===== src/rtl/dctl_pkg.sv =====
package dctl_pkg;
  localparam int BIT_G0   = 0;
  localparam int BIT_G1NS = 1;
  localparam int BIT_G1S  = 2;
  localparam int BIT_RTNS = 4;
  localparam int BIT_RTS  = 5;
  localparam int BIT_SDIS = 6;
  localparam int BIT_PEND = 31;
  localparam int EN_W     = 3;

  typedef struct packed {
    logic [EN_W-1:0] wrMask;  // enable bits this write may load
    logic            setDis;  // this write disables security
    logic            nsView;  // the read returns the reduced image
  } ctlStrobes_t;
endpackage


===== src/rtl/dctl_control.sv =====
module dctl_control
  import dctl_pkg::*;
#(
  parameter int REG_W = 32
) (
  input  logic             wrValid,
  input  logic             wrSecure,
  input  logic [REG_W-1:0] wrData,
  input  logic             rdSecure,
  input  logic             disState,
  output ctlStrobes_t      strobes
);
  always_comb begin
    strobes = '0;
    if (wrValid) begin
      if (disState) begin
        strobes.wrMask = EN_W'(3'b011);
      end else if (wrSecure) begin
        strobes.wrMask = EN_W'(3'b111);
        strobes.setDis = wrData[BIT_SDIS];
      end else begin
        strobes.wrMask = EN_W'(3'b010);
      end
    end
    strobes.nsView = !rdSecure && !disState;
  end
endmodule


===== src/rtl/dctl_datapath.sv =====
module dctl_datapath
  import dctl_pkg::*;
#(
  parameter int REG_W = 32
) (
  input  logic             clk,
  input  logic             rstN,
  input  ctlStrobes_t      strobes,
  input  logic [REG_W-1:0] wrData,
  output logic             disState,
  output logic [EN_W-1:0]  enState,
  output logic [REG_W-1:0] rdData
);
  localparam logic [REG_W-1:0] NS_KEEP =
    (REG_W'(1) << BIT_PEND) | (REG_W'(1) << BIT_RTNS) | (REG_W'(1) << BIT_G1NS);

  logic [EN_W-1:0]  enNext;
  logic [REG_W-1:0] fullView;

  always_comb begin
    enNext = (enState & ~strobes.wrMask) | (wrData[EN_W-1:0] & strobes.wrMask);
    if (strobes.setDis) enNext[BIT_G1S] = 1'b0;
  end

  always_ff @(posedge clk or negedge rstN) begin
    if (!rstN) begin
      enState  <= '0;
      disState <= 1'b0;
    end else begin
      enState  <= enNext;
      disState <= disState | strobes.setDis;
    end
  end

  always_comb begin
    fullView = '0;
    fullView[EN_W-1:0] = enState;
    fullView[BIT_RTNS] = !disState;
    fullView[BIT_RTS]  = 1'b1;
    fullView[BIT_SDIS] = disState;
    rdData = strobes.nsView ? (fullView & NS_KEEP) : fullView;
  end
endmodule


===== src/rtl/dist_ctrl_reg.sv =====
module dist_ctrl_reg
  import dctl_pkg::*;
#(
  parameter int REG_W = 32
) (
  input  logic             clk,
  input  logic             rstN,
  input  logic             wrValid,
  input  logic             wrSecure,
  input  logic [REG_W-1:0] wrData,
  input  logic             rdSecure,
  output logic [REG_W-1:0] rdData,
  output logic             grp0En,
  output logic             grp1NsEn,
  output logic             grp1SEn,
  output logic             secDisabled
);
  ctlStrobes_t     strobes;
  logic            disState;
  logic [EN_W-1:0] enState;

  dctl_control #(.REG_W(REG_W)) i_control (
    .wrValid(wrValid), .wrSecure(wrSecure), .wrData(wrData),
    .rdSecure(rdSecure), .disState(disState), .strobes(strobes)
  );

  dctl_datapath #(.REG_W(REG_W)) i_datapath (
    .clk(clk), .rstN(rstN), .strobes(strobes), .wrData(wrData),
    .disState(disState), .enState(enState), .rdData(rdData)
  );

  assign grp0En      = enState[BIT_G0];
  assign grp1NsEn    = enState[BIT_G1NS];
  assign grp1SEn     = enState[BIT_G1S];
  assign secDisabled = disState;
endmodule


===== config.mk =====
export PLATFORM = sky130hd
export DESIGN_NAME = dist_ctrl_reg
export DESIGN_NICKNAME = d
export VERILOG_FILES = /design/src/rtl/dctl_pkg.sv /design/src/rtl/dctl_control.sv /design/src/rtl/dctl_datapath.sv /design/src/rtl/dist_ctrl_reg.sv
export SDC_FILE = /design/constraint.sdc
export NUM_CORES = 1
export LEC_CHECK = 0
export BUFFER_PORTS_ARGS = -buffer_cell sky130_fd_sc_hd__buf_2
export CORE_ASPECT_RATIO = 1.2
export CORE_UTILIZATION = 23
export CTS_BUF_LIST = sky130_fd_sc_hd__clkbuf_4 sky130_fd_sc_hd__clkbuf_8 sky130_fd_sc_hd__clkbuf_16
export CTS_CLUSTER_DIAMETER = 50
export CTS_CLUSTER_SIZE = 24
export DETAILED_ROUTE_END_ITERATION = 12
export PLACE_DENSITY = 0.75
export SYNTH_ARGS = -nofsm -noshare
export SYNTH_HDL_FRONTEND = slang
export SYNTH_SLANG_ARGS = --single-unit

===== constraint.sdc =====
create_clock -name clk -period 0.9 [get_ports clk]
set_input_delay 0.18 -clock clk [delete_from_list [all_inputs] [get_ports clk]]
set_output_delay 0.18 -clock clk [all_outputs]
set_load 0.02 [all_outputs]

==> results of run 1 <==
[what timing repair did]
action,in CTS,in global routing
pin swaps,1,1
buffers inserted,2,1
gates cloned,0,0
hold endpoints to repair,4,0
hold buffers,1,0
resized for setup,22,1
endpoints found under the setup margin,12,13
[layout make-up]
type,instances,share of cell area [%]
Multi-Input combinational cell,37,35.84
Tap cell,18,4.110
Sequential cell,4,18.49
Inverter,1,0.6849
Timing Repair Buffer,23,35.39
Clock buffer,4,5.479
[power by group through the flow]
stage / logic [mW] / registers [mW] / clock network [mW]
final: 0.238 / 0.203 / 0.278
after CTS: 0.228 / 0.202 / 0.288
after global placement: 0.188 / 0.200 / 0
after global routing: 0.258 / 0.203 / 0.315
after floorplan: 0.224 / 0.213 / 0
after detailed placement: 0.188 / 0.201 / 0
[cells by family (layout without fill, tap and decap cells)]
| logic type | count (synthesis) | count (layout) |
|---|---|---|
| flip-flops | 4 | 4 |
| AND/OR/NAND/NOR | 7 | 7 |
| AO/OA/AOI/OAI | 1 | 1 |
| multiplexers | 3 | 3 |
| buffers and inverters | 29 | 28 |
| other | 1 | 26 |
[critical path: stages (launching register included)]
cell,delay [ns]
dfrtp_2,0.40
or2_4,0.23
and2_4,0.16
buf_6,0.12
[cell usage after synthesis]
library cell | n | area, um^2
nand3_1 | 1 | 5.000
dfrtp_1 | 4 | 100.1
and2_1 | 2 | 12.51
clkbuf_1 | 1 | 3.750
buf_4 | 27 | 202.7
or2_1 | 1 | 6.260
nand3b_1 | 1 | 7.510
inv_1 | 1 | 3.750
conb_1 | 1 | 3.750
o21ai_1 | 1 | 5.000
mux2_2 | 2 | 22.52
mux2_4 | 1 | 15.01
nand2_1 | 1 | 3.750
nor2b_1 | 1 | 6.260
[how the worst min path moves through the flow]
stage | slack (ns) | cells past startpoint | endpoint | start
6_report | 0.17 | 2 | register | wrData[1]
5_1_grt | 0.18 | 2 | register | wrData[1]
2_1_floorplan | -0.12 | 0 | async pin | rstN
3_3_place_gp | -0.01 | 1 | async pin | rstN
4_1_cts | 0.16 | 2 | register | wrData[1]
3_5_place_dp | -0.01 | 1 | async pin | rstN
[per-layer routing]
layer / GRT usage [%] / up-vias
met5: 0 / -
met4: 6.207 / 0
met3: 4.186 / 3
met2: 15.16 / 31
met1: 4.249 / 132
li1: - / 132
[through the flow]
stage / setup WS, ns / std cells / hold WS [ns]
CTS: -0.4321 / 86 / 0.1644
detailed placement: -0.2058 / 79 / -0.01201
floorplan: -0.2004 / 70 / -0.1156
global placement: -0.1940 / 79 / -0.01107
global route: -0.4760 / 87 / 0.1771
finish: -0.4304 / 87 / 0.1687
==> impl_metrics.ini, run 1 <==
[worst_setup_path]
rr_worst_depth = 3
end_kind = output port
worstSetupPathType = reg2out
cp.arrival_ns = 1.15
critPathLaunch = i_datapath.disState$_DFF_PN0_
reg2reg_from = i_datapath.disState$_DFF_PN0_
critPathCapture = rdData[2]
reg2reg_to = i_datapath.enState[2]$_DFF_PN0_
setup.worst_path.start_class = register
crit_required_ns = 0.72
worstPathMaxFanout = 3
rrSetupSlack_ns = -0.25

[power_and_ir_drop]
total_power_mw = 0.7191
switchingPower_mw = 0.2437
peakVddDrop_mv = 0.3617
intPower_mw = 0.4754
comb_power_share_pct = 33.1
power.leakage_nw = 0.3101
sw_frac_of_total_pct = 33.89
p_clk_share_pct = 38.7
power_density_mw_per_mm2 = 1312
p_seq_share_pct = 28.2

[floorplan]
rows = 16
die_x_um = 39.97
die-area_mm2 = 0.001901
start_util_pct = 24.54
coreArea_mm2 = 0.001622
pin_count = 73
die_y_um = 47.56

[final_layout]
stdcell_area_um2 = 548.0
final-seq-area_um2 = 101.3
layout_common_cells = 26 x conb_1, 11 x buf_6, 9 x buf_2, 4 x clkbuf_4, 3 x dfrtp_1
multi_input_area_um2 = 196.4
syn_to_final_growth_pct = 37.74
fill_cells = 170
nets = 107
drive_gt1_share_pct = 50.72
layout_commonest_cell = conb_1
antenna_cells = 0
fin_util_pct = 33.80

[synth]
ys_ff_latch = 4
synth_top_family_by_area = buffers and inverters
synth_compound_area_share_pct = 1.258
synth_area_um2 = 397.9
avgSynthCellArea_um2 = 8.842
muxShareOfSynthArea_pct = 9.434
synth_cell_types = 14
synth-xor-area-share_pct = 0
yosys.area_share.simple_pct = 10.38
yosysWarnings = 0
synthCells = 45
synthAdderAreaFrac_pct = 0
synth-seq-area-share_pct = 25.16

[sta]
tns_ns = -2.805
period_share_pct = 147.8
fmax_mhz = 751.7
rsz0062_at_grt = true
finClkSkew_ns = 0.008043
slew_violations = 0
setup_ws_ns = -0.4304
period_needed_ns = 1.330
setup_viol = 13
hold_violations = 0

[clock_network]
cts_buffer_depth = 2
root_buffer = clkbuf_4
clk_latency_ns = 0.24
numCtsBuffers = 3
cts.sinks = 4
clk_pin_slew_ns = 0.04
ctsHtreeMaxLevel = 1
cts_tree = yes

[route]
dr.pass1.iters = 2
ant_nets = 0
drtIter0Drc = 1
topRoutingLayerUsed = met4
wl_per_cell_um = 7.425
route.met2.wl_um = 364
m1WireLength_um = 156
vias = 298
wirelength_um = 646
route.detailed.drc = 0
viasPerCell = 3.425
route.met3.wl_um = 100

[hold_path]
hp-class = in2reg

[place]
io_buffers = 18
place_congestion = 0.4482
placed_area_um2 = 414.1
dpl.hpwl_um = 525.4

[global_routing]
grt_pass1_wl_um = 883
gr-total-overflow = 0
grt_usage_pct = 7.583
grt_pass1_vias = 242
antenna_found_initial = 0
grt_max_degree = 5

[job]
maxCapViolCount = 0

[outcome]
run_status = complete, but fails checks
violations = negative setup slack
No activity file was read; power rests on OpenSTA's default activity.
==> run 2: changes to the inputs <==
--- a/config.mk
+++ b/config.mk
@@ -13,6 +13,7 @@
 export CTS_CLUSTER_SIZE = 24
 export DETAILED_ROUTE_END_ITERATION = 12
 export PLACE_DENSITY = 0.75
+export REMOVE_ABC_BUFFERS = 1
 export SYNTH_ARGS = -nofsm -noshare
 export SYNTH_HDL_FRONTEND = slang
 export SYNTH_SLANG_ARGS = --single-unit
==> constraint.sdc (replaced) <==
create_clock -name clk -period 0.9 [get_ports clk]
set_input_delay 0.135 -clock clk [delete_from_list [all_inputs] [get_ports clk]]
set_output_delay 0.135 -clock clk [all_outputs]
set_load 0.02 [all_outputs]
==> run 2 against run 1 <==
The flow still finishes with violations (negative setup slack). Largest power group is now combinational logic. Power shrank 11%. Non-clock buffer count shrank 1. Count of clock-buffer cells in the layout shrank 1. Fmax grew 7.6%.
==> impl_metrics.ini, run 2 (same netlist as run 1, synthesis figures left out) <==
[clock_network]
cts_buffer_depth = 2
clk_latency_ns = 0.23
numCtsBuffers = 3
cts.sinks = 4
cts_tree = yes
ctsHtreeMaxLevel = 1
root_buffer = clkbuf_4
clk_pin_slew_ns = 0.04

[floorplan]
die-area_mm2 = 0.001901
coreArea_mm2 = 0.001622
rows = 16
pin_count = 73
die_x_um = 39.97
start_util_pct = 24.54
die_y_um = 47.56

[worst_setup_path]
setup.worst_path.start_class = register
end_kind = output port
cp.arrival_ns = 1.10
worstSetupPathType = reg2out
crit_required_ns = 0.76
worstPathMaxFanout = 3

[route]
ant_nets = 0
wl_per_cell_um = 8.647
drtIter0Drc = 0
dr.pass1.iters = 1
wirelength_um = 735
viasPerCell = 3.459
vias = 294
route.detailed.drc = 0

[place]
pre_cts_ws_ns = -0.1576
dpl.hpwl_um = 483.7
placed_area_um2 = 405.4
place_congestion = 0.4293
io_buffers = 18

[final_layout]
drive_gt1_share_pct = 47.76
syn_to_final_growth_pct = 34.91
nets = 106
antenna_cells = 0
fill_cells = 167
layout_common_cells = 26 x conb_1, 11 x buf_6, 8 x buf_2, 4 x dfrtp_1, 3 x clkbuf_4
layout_commonest_cell = conb_1
stdcell_area_um2 = 536.8

[sta]
tns_ns = -2.044
hold_violations = 0
rsz0062_at_grt = true
fin_hold_ws_ns = 0.1463
period_share_pct = 137.3
fmax_mhz = 809.0
finClkSkew_ns = 0.002403
setup_viol = 12
setup_ws_ns = -0.3360
slew_violations = 0
period_needed_ns = 1.236

[outcome]
violations = negative setup slack
run_status = complete, but fails checks

[global_routing]
gr-usage-met1_pct = 2.254
grt_usage_pct = 7.758
grt_pass1_vias = 249
top_usage_layer = met2
gr-total-overflow = 0
grtUsageMet2_pct = 17.10
grt_pass1_wl_um = 848
antenna_found_initial = 0
grt_max_degree = 5
met3_usage_pct = 4.186

[hold_path]
hp-class = in2reg

[power_and_ir_drop]
power.leakage_nw = 0.3036
total_power_mw = 0.6404
peakVddDrop_mv = 0.3338
power_density_mw_per_mm2 = 1193

[job]
maxCapViolCount = 0
## run 2: per-layer routing
| metal | up-vias | wire length [um] |
|---|---|---|
| met3 | 0 | 99 |
| met2 | 30 | 453 |
| met4 | 0 | 0 |
| met5 | - | 0 |
| met1 | 132 | 183 |
| li1 | 132 | - |
## run 2: layout make-up
cell class	count	area [um^2]	area share (%)
inverters	1	6.256	1.166
multi-input cells	37	196.4	36.60
repair buffers	22	188.9	35.20
clock buffers	3	22.52	4.196
flip-flops and latches	4	100.1	18.65
well taps	18	22.52	4.196
## run 2: through the flow
| step | std cells | utilization (%) |
|---|---|---|
| after floorplan | 42 | - |
| after global routing | 85 | 33.10 |
| after global placement | 79 | 25.00 |
| after CTS | 85 | 32.41 |
| final | 85 | 33.10 |
| after detailed placement | 79 | 25.00 |
## run 2: worst paths after layout
check	from	endpoint	slack [ns]	cells past startpoint
worst max register to register	i_datapath.disState$_DFF_PN0_	i_datapath.enState[2]$_DFF_PN0_	-0.22	3
worst max-delay path	i_datapath.disState$_DFF_PN0_	rdData[0]	-0.34	3
min in group asynchronous	rstN	i_datapath.disState$_DFF_PN0_	0.26	2
worst min register to register	register	register	0.56	1
worst min-delay path	wrData[0]	register	0.15	2
max in group asynchronous	rstN	async pin	0.52	2
## run 2: what timing repair did
| action | 4_1_cts | 5_1_grt |
|---|---|---|
| setup buffers | 2 | 0 |
| resized for setup | 24 | 4 |
| hold endpoints to repair | 4 | 0 |
| hold buffers | 1 | 0 |
| pin swaps | 4 | 1 |
| setup endpoints to repair | 12 | 13 |
## run 2: critical path: stages (launching register included)
cell	delay, ns
dfrtp_1	0.37
or2_4	0.24
and2_4	0.14
buf_6	0.12
## run 2: power by group
| group | total (mW) | switching [mW] | internal [mW] |
|---|---|---|---|
| clock network | 0.212 | 0.0639 | 0.148 |
| registers | 0.202 | 0.0110 | 0.191 |
| logic | 0.226 | 0.151 | 0.0747 |
| total | 0.640 | 0.226 | 0.414 |
